--- src/rtl/amp_spi_pkg.sv ---
package amp_spi_pkg;

    localparam logic [2:0] OP_SELECT = 3'd0;
    localparam logic [2:0] OP_READ   = 3'd1;
    localparam logic [2:0] OP_NOOP   = 3'd2;
    localparam logic [2:0] OP_SLEEP  = 3'd3;
    localparam logic [2:0] OP_WAKE   = 3'd4;

    localparam logic [15:0] W_SELECT   = 16'h2A00;
    localparam logic [15:0] W_READ     = 16'h6A00;
    localparam logic [15:0] W_NOOP     = 16'h0000;
    localparam logic [15:0] W_SLEEP    = 16'hE1F1;
    localparam logic [15:0] W_WAKE     = 16'hE100;
    localparam logic [15:0] CHAIN_MARK = 16'h8000;

    typedef enum logic [2:0] {
        ST_IDLE,
        ST_ACQUIRE,
        ST_SETUP,
        ST_CMD,
        ST_GAP,
        ST_RSP,
        ST_RELEASE
    } seq_state_e;

endpackage

--- src/rtl/amp_spi_frame_enc.sv ---
module amp_spi_frame_enc
    import amp_spi_pkg::*;
#(
    parameter bit CHAIN = 1'b0,
    localparam int FB = CHAIN ? 32 : 16
) (
    input  logic [2:0]    op,
    input  logic [3:0]    chan,
    input  logic [3:0]    gain,
    output logic [FB-1:0] cmd_frame,
    output logic [FB-1:0] rsp_frame,
    output logic          is_read
);

    logic [15:0] word;

    always_comb begin
        unique case (op)
            OP_SELECT: word = W_SELECT | {8'h00, gain, chan};
            OP_READ:   word = W_READ;
            OP_SLEEP:  word = W_SLEEP;
            OP_WAKE:   word = W_WAKE;
            default:   word = W_NOOP;
        endcase
    end

    assign is_read   = (op == OP_READ);
    assign rsp_frame = '1;

    generate
        if (CHAIN) begin : g_chain
            assign cmd_frame = {word, word | CHAIN_MARK};
        end else begin : g_single
            assign cmd_frame = word;
        end
    endgenerate

endmodule

--- src/rtl/amp_spi_shifter.sv ---
module amp_spi_shifter #(
    parameter int HALF_DIV   = 50,
    parameter int FRAME_BITS = 16,
    localparam int DW = $clog2(HALF_DIV + 1),
    localparam int CW = $clog2(FRAME_BITS + 1)
) (
    input  logic                  clk,
    input  logic                  rst_n,
    input  logic                  start,
    input  logic [FRAME_BITS-1:0] tx,
    input  logic                  miso,
    output logic                  sclk,
    output logic                  mosi,
    output logic                  done,
    output logic [FRAME_BITS-1:0] rx
);

    localparam logic [DW-1:0] DIV_LAST = DW'(HALF_DIV - 1);
    localparam logic [CW-1:0] BIT_LAST = CW'(FRAME_BITS - 1);

    logic                  active_q, sclk_q, done_q;
    logic [DW-1:0]         div_q;
    logic [CW-1:0]         bits_q;
    logic [FRAME_BITS-1:0] tx_q, rx_q;

    always_ff @(posedge clk or negedge rst_n) begin
        if (!rst_n) begin
            active_q <= 1'b0;
            sclk_q   <= 1'b0;
            done_q   <= 1'b0;
            div_q    <= '0;
            bits_q   <= '0;
            tx_q     <= '0;
            rx_q     <= '0;
        end else begin
            done_q <= 1'b0;
            if (start) begin
                active_q <= 1'b1;
                sclk_q   <= 1'b0;
                div_q    <= '0;
                bits_q   <= '0;
                tx_q     <= tx;
                rx_q     <= '0;
            end else if (active_q) begin
                if (div_q == DIV_LAST) begin
                    div_q <= '0;
                    if (!sclk_q) begin
                        sclk_q <= 1'b1;
                        rx_q   <= {rx_q[FRAME_BITS-2:0], miso};
                    end else begin
                        sclk_q <= 1'b0;
                        tx_q   <= {tx_q[FRAME_BITS-2:0], 1'b0};
                        if (bits_q == BIT_LAST) begin
                            active_q <= 1'b0;
                            done_q   <= 1'b1;
                        end else begin
                            bits_q <= bits_q + 1'b1;
                        end
                    end
                end else begin
                    div_q <= div_q + 1'b1;
                end
            end
        end
    end

    assign sclk = sclk_q;
    assign mosi = tx_q[FRAME_BITS-1];
    assign done = done_q;
    assign rx   = rx_q;


    sclk_rest_chk: assert property (@(posedge clk) disable iff (!rst_n)
        !active_q |-> !sclk_q);


    mosi_hold_chk: assert property (@(posedge clk) disable iff (!rst_n)
        (active_q && sclk_q) |-> $stable(tx_q));

endmodule

--- src/rtl/amp_spi_seq_fsm.sv ---
module amp_spi_seq_fsm
    import amp_spi_pkg::*;
#(
    parameter int HALF_DIV   = 50,
    parameter int FRAME_BITS = 16,
    localparam int SETUP_CYC = 2 * HALF_DIV,
    localparam int TW        = $clog2(SETUP_CYC + 1)
) (
    input  logic                  clk,
    input  logic                  rst_n,
    input  logic                  req_valid,
    input  logic                  is_read,
    input  logic                  bus_gnt,
    input  logic                  shift_done,
    input  logic [FRAME_BITS-1:0] rx,
    output logic                  req_ready,
    output logic                  busy,
    output logic                  bus_req,
    output logic                  drv_en,
    output logic                  cs_n,
    output logic                  sh_start,
    output logic                  sel_rsp,
    output logic                  rd_valid,
    output logic [31:0]           rd_data
);

    localparam logic [TW-1:0] SETUP_LAST = TW'(SETUP_CYC - 1);

    seq_state_e    state_q, state_d;
    logic [TW-1:0] tmr_q;

    always_ff @(posedge clk or negedge rst_n) begin
        if (!rst_n) begin
            state_q <= ST_IDLE;
            tmr_q   <= '0;
        end else begin
            state_q <= state_d;
            tmr_q   <= (state_d != state_q) ? '0 : tmr_q + 1'b1;
        end
    end

    always_comb begin
        state_d = state_q;
        unique case (state_q)
            ST_IDLE:    if (req_valid) state_d = ST_ACQUIRE;
            ST_ACQUIRE: if (bus_gnt) state_d = ST_SETUP;
            ST_SETUP:   if (tmr_q == SETUP_LAST) state_d = ST_CMD;
            ST_CMD:     if (shift_done) state_d = is_read ? ST_GAP : ST_RELEASE;
            ST_GAP:     if (tmr_q == SETUP_LAST) state_d = ST_RSP;
            ST_RSP:     if (shift_done) state_d = ST_RELEASE;
            ST_RELEASE: state_d = ST_IDLE;
            default:    state_d = ST_IDLE;
        endcase
    end

    always_comb begin
        req_ready = (state_q == ST_IDLE);
        busy      = (state_q != ST_IDLE);
        bus_req   = state_q inside {ST_ACQUIRE, ST_SETUP, ST_CMD, ST_GAP, ST_RSP};
        drv_en    = state_q inside {ST_SETUP, ST_CMD, ST_GAP, ST_RSP};
        cs_n      = !(state_q inside {ST_CMD, ST_RSP});
        sel_rsp   = (state_d == ST_RSP);
        sh_start  = ((state_d == ST_CMD) && (state_q != ST_CMD)) ||
                    ((state_d == ST_RSP) && (state_q != ST_RSP));
    end

    always_ff @(posedge clk or negedge rst_n) begin
        if (!rst_n) begin
            rd_valid <= 1'b0;
            rd_data  <= '0;
        end else begin
            rd_valid <= (state_q == ST_RSP) && shift_done;
            if ((state_q == ST_RSP) && shift_done) rd_data <= 32'(rx);
        end
    end


    cs_grant_chk: assert property (@(posedge clk) disable iff (!rst_n)
        !cs_n |-> bus_gnt);


    drop_after_cs_chk: assert property (@(posedge clk) disable iff (!rst_n)
        $fell(bus_req) |-> (cs_n && !drv_en));


    busy_refuse_chk: assert property (@(posedge clk) disable iff (!rst_n)
        busy |-> !req_ready);


    rdv_pulse_chk: assert property (@(posedge clk) disable iff (!rst_n)
        rd_valid |=> !rd_valid);

endmodule

--- src/rtl/amp_mux_spi_host.sv ---
module amp_mux_spi_host #(
    parameter bit CHAIN    = 1'b0,
    parameter int HALF_DIV = 50
) (
    input  logic        clk,
    input  logic        rst_n,
    input  logic        req_valid,
    output logic        req_ready,
    input  logic [2:0]  req_op,
    input  logic [3:0]  req_chan,
    input  logic [3:0]  req_gain,
    output logic        busy,
    output logic        bus_req,
    input  logic        bus_gnt,
    output logic        drv_en,
    output logic        sclk,
    output logic        cs_n,
    output logic        mosi,
    input  logic        miso,
    output logic        rd_valid,
    output logic [31:0] rd_data
);

    localparam int FB = CHAIN ? 32 : 16;

    logic [2:0]    op_q;
    logic [3:0]    chan_q, gain_q;
    logic [FB-1:0] cmd_frame, rsp_frame, rx;
    logic          is_read, sh_start, sel_rsp, sh_done, sh_sclk, sh_mosi;

    always_ff @(posedge clk or negedge rst_n) begin
        if (!rst_n) begin
            op_q   <= '0;
            chan_q <= '0;
            gain_q <= '0;
        end else if (req_valid && req_ready) begin
            op_q   <= req_op;
            chan_q <= req_chan;
            gain_q <= req_gain;
        end
    end

    amp_spi_frame_enc #(.CHAIN(CHAIN)) u_enc (
        .op        (op_q),
        .chan      (chan_q),
        .gain      (gain_q),
        .cmd_frame (cmd_frame),
        .rsp_frame (rsp_frame),
        .is_read   (is_read)
    );

    amp_spi_seq_fsm #(.HALF_DIV(HALF_DIV), .FRAME_BITS(FB)) u_fsm (
        .clk        (clk),
        .rst_n      (rst_n),
        .req_valid  (req_valid),
        .is_read    (is_read),
        .bus_gnt    (bus_gnt),
        .shift_done (sh_done),
        .rx         (rx),
        .req_ready  (req_ready),
        .busy       (busy),
        .bus_req    (bus_req),
        .drv_en     (drv_en),
        .cs_n       (cs_n),
        .sh_start   (sh_start),
        .sel_rsp    (sel_rsp),
        .rd_valid   (rd_valid),
        .rd_data    (rd_data)
    );

    amp_spi_shifter #(.HALF_DIV(HALF_DIV), .FRAME_BITS(FB)) u_shift (
        .clk   (clk),
        .rst_n (rst_n),
        .start (sh_start),
        .tx    (sel_rsp ? rsp_frame : cmd_frame),
        .miso  (miso),
        .sclk  (sh_sclk),
        .mosi  (sh_mosi),
        .done  (sh_done),
        .rx    (rx)
    );

    assign sclk = sh_sclk & drv_en;
    assign mosi = sh_mosi & ~cs_n;

endmodule

--- config.mk ---
export PLATFORM = sky130hd
export DESIGN_NAME = amp_mux_spi_host
export DESIGN_NICKNAME = d
export VERILOG_FILES = /design/src/rtl/amp_spi_pkg.sv /design/src/rtl/amp_spi_frame_enc.sv /design/src/rtl/amp_spi_shifter.sv /design/src/rtl/amp_spi_seq_fsm.sv /design/src/rtl/amp_mux_spi_host.sv
export SDC_FILE = /design/constraint.sdc
export NUM_CORES = 1
export LEC_CHECK = 0
export ABC_AREA = 1
export BUFFER_PORTS_ARGS = -buffer_cell sky130_fd_sc_hd__buf_2
export CAP_MARGIN = 20
export CORE_MARGIN = 1.5
export CORE_UTILIZATION = 55
export CTS_CLUSTER_SIZE = 28
export DETAILED_ROUTE_END_ITERATION = 16
export GPL_ROUTABILITY_DRIVEN = 0
export HOLD_SLACK_MARGIN = 0.03
export PLACE_DENSITY = 0.81
export SLEW_MARGIN = 30
export SYNTH_ARGS = -nofsm -noshare
export SYNTH_HDL_FRONTEND = slang
export SYNTH_SLANG_ARGS = --single-unit
--- constraint.sdc ---
create_clock -name clk -period 4 [get_ports clk]
set_input_delay 0.4 -clock clk [delete_from_list [all_inputs] [get_ports clk]]
set_output_delay 0.4 -clock clk [all_outputs]
set_load 0.1 [all_outputs]
==> results.cfg <==
[setup_path]
crit_arrival_ps = 1810
worstSetupPathType = register to output port
path_cells = inv_2 -> nand2_2 -> nand2_4 -> inv_1 -> nor2_1 -> buf_2
worst_path_max_delay_cell = dfrtp_1
slowest_delay_ps = 460
cp_max_fo = 6
required_ps = 3600
crit_path_end_kind = output port
worstSetupStartpointType = register

[place]
place_hpwl_mm = 5.03
pre_cts_slack_ps = 1870
io_buffers = 39

[clock_tree]
clkSinkCount = 84
cts_root_buffer = clkbuf_8
clk_path_buf_depth = 2
h-tree-depth = 3
post_cts_buffers = 0
cts_tree = yes
postCtsHoldBufs = 0
cts_resized = 0
cts_buffers = 9
clk_latency_ps = 370
path_clk_slew_ps = 90

[routing]
dr.pass1.iters = 4
drt_iter0_drc = 115
ant_nets = 0
wl_mm = 7.30
vias = 3069
vias_per_cell = 5.06
drc = 0
wl_per_cell_um = 12.0

[finish]
fin_nets = 524
drive_gt1_frac = 0.181
regArea_um2 = 2100
layout_commonest_cell = nand2_1
multi_input_area_um2 = 1630
layout_common_cells = 124 x nand2_1, 84 x dfrtp_1, 45 x inv_1, 38 x buf_2, 36 x nor2_1
diodes = 0
syn_to_final_growth_pct = 9.30
nFillCells = 630

[pwr]
p_per_area_nw_per_um2 = 351
power.share.clock = 0.403
p_int_mw = 1.17
finalPower_mw = 1.57
netSwitchingFraction = 0.257
p_switching_mw = 0.404
pwr-share-comb = 0.057
vdd_drop_max_v = 0.000169
p_leak_nw = 2.32
p_seq_frac = 0.540

[die]
die_h_um = 89.2
initial_core_util = 0.567
dieArea_um2 = 7960
fp.coreArea_um2 = 7210
rows = 31
die_width_um = 89.2
ios = 56

[synthesis]
avgSynthCellArea_um2 = 8.76
synth_top_area_cell = dfrtp_1
ys.warnings.count = 0
ys_seq_area_frac = 0.514
synth_top_area_share = 0.514
synth_cells = 467
ys_ff_latch = 84
syn_area_um2 = 4090
synth.area.top_cells = dfrtp_1 51%, nand2_1 11%, inv_1 4.1%, buf_4 3.7%, o21ai_0 3.4%
ys_types = 36

[run_status]
status = complete, no violations

[global_route]
grt_use_total = 0.210
overflow = 0
grt_pass1_wl_mm = 12.8
grt_max_degree = 85
grt_pass1_vias = 2975
grt_antenna_before_repair = 0

[sta]
tns_ps = 0
rsz0062_at_grt = false
setup_ws_ps = 1790
relSlewSlack = 0.486
fin_crit_sh = 0.551
clock_skew_ps = 9.48
timing.fmax_mhz = 453
maxSlewViolCount = 0
tightest_slew_ps = 771
min_period_ps = 2210
timing.final.hold_violations = 0
finalSetupViolCount = 0

[run]
drv_cap = 0

[worst_hold_path]
min_path_type = primary input to async pin
[flip-flops by register name (all words and copies together) (netlist names)]
name	cells
u_shift.active_q	1
u_fsm.state_q	3
op_q	3
u_fsm.rd_data	16
u_fsm.tmr_q	7
u_shift.done	1
u_shift.tx_q	16
chan_q	4
u_shift.div_q	6
gain_q	4
u_shift.bits_q	5
u_shift.rx	16
u_shift.sclk	1
u_fsm.rd_valid	1
[path summary, 6_finish.rpt]
path | startpoint | to | slack [ps] | cells after the start
max | u_fsm.state_q[2] | sclk | 1790 | 6
min | rst_n | u_fsm.rd_data[5] | 60 | 1
max reg2reg | u_fsm.tmr_q[0] | u_shift.tx_q[1] | 1870 | 9
min reg2reg | u_shift.tx_q[6] | u_shift.tx_q[6] | 480 | 2
max in group asynchronous | rst_n | u_fsm.tmr_q[6] | 3410 | 1
min in group clk | req_gain[1] | gain_q[1] | 260 | 2
[per-layer routing]
layer  up-vias  GRT usage  part of all wire
met3        10     0.0508             0.039
met4         0     0.0923             0.017
li1       1536          -                 -
met1      1455      0.245              0.45
met2        68      0.368              0.50
met5         -          0                 0
[cell usage after synthesis]
cell,number
nand3b_1,2
nand4_4,1
nor2_2,1
nand3_2,1
buf_6,3
nand2_2,3
o21ai_0,28
nand3_1,26
or2_2,2
inv_6,1
o22ai_1,6
a21oi_1,6
mux2_2,6
buf_4,20
nand2_1,124
xor2_1,6
a31oi_4,1
xnor2_1,1
clkbuf_1,4
inv_2,5
nand2_4,3
o21ai_2,10
nand4_1,10
o21ai_1,10
nor3_1,5
dfrtp_1,84
ha_1,5
nor2_1,36
o31ai_4,1
or2_0,1
or2_1,5
inv_4,1
nor2_8,1
inv_1,45
conb_1,1
buf_2,2
[power by group through the flow]
| stage | Clock [mW] | Combinational (mW) | Sequential (mW) |
|---|---|---|---|
| 6_report | 0.633 | 0.0890 | 0.848 |
| 5_1_grt | 0.688 | 0.0949 | 0.848 |
| 2_1_floorplan | 0 | 0.0777 | 0.866 |
| 3_5_place_dp | 0 | 0.0898 | 0.865 |
| 3_3_place_gp | 0 | 0.0892 | 0.865 |
| 4_1_cts | 0.649 | 0.0901 | 0.848 |
[through the flow]
step	util	cell area, µm²	hold WS [ps]	instances
4_1_cts	0.620	4470	99.2	607
3_5_place_dp	0.591	4260	458	591
3_3_place_gp	0.590	4260	443	591
6_report	0.620	4470	57.6	607
5_1_grt	0.620	4470	118	607
2_1_floorplan	-	4150	104	482
[worst max-delay path: cells and delay by family (launching register included)]
family | cells | cell delay, ps
flops | 1 | 460
simple gates | 3 | 330
buf+inv | 3 | 650
[cell families (layout without fill, tap and decap cells)]
logic type                 after synthesis  after routing  share of synthesized area
and+or+nand+nor                        221            221                      0.243
DFF                                     84             84                      0.514
buffers and inverters                   81            107                      0.101
AOI/OAI and AO/OA                       62             62                     0.0948
xor gates and xnor gates                 7              7                     0.0150
muxes                                    6              6                     0.0165
adders and majority gates                5              5                     0.0153
other                                    1             16                   0.000917
[layout make-up]
cell class / count / share of cell area
clock buffer: 10 / 0.0308
clock inverter: 6 / 0.0157
inverter: 52 / 0.0453
multi-input combinational: 317 / 0.365
sequential: 84 / 0.470
tap: 99 / 0.0277
timing repair buffer: 39 / 0.0451
No activity file was read; power rests on OpenSTA's default activity.
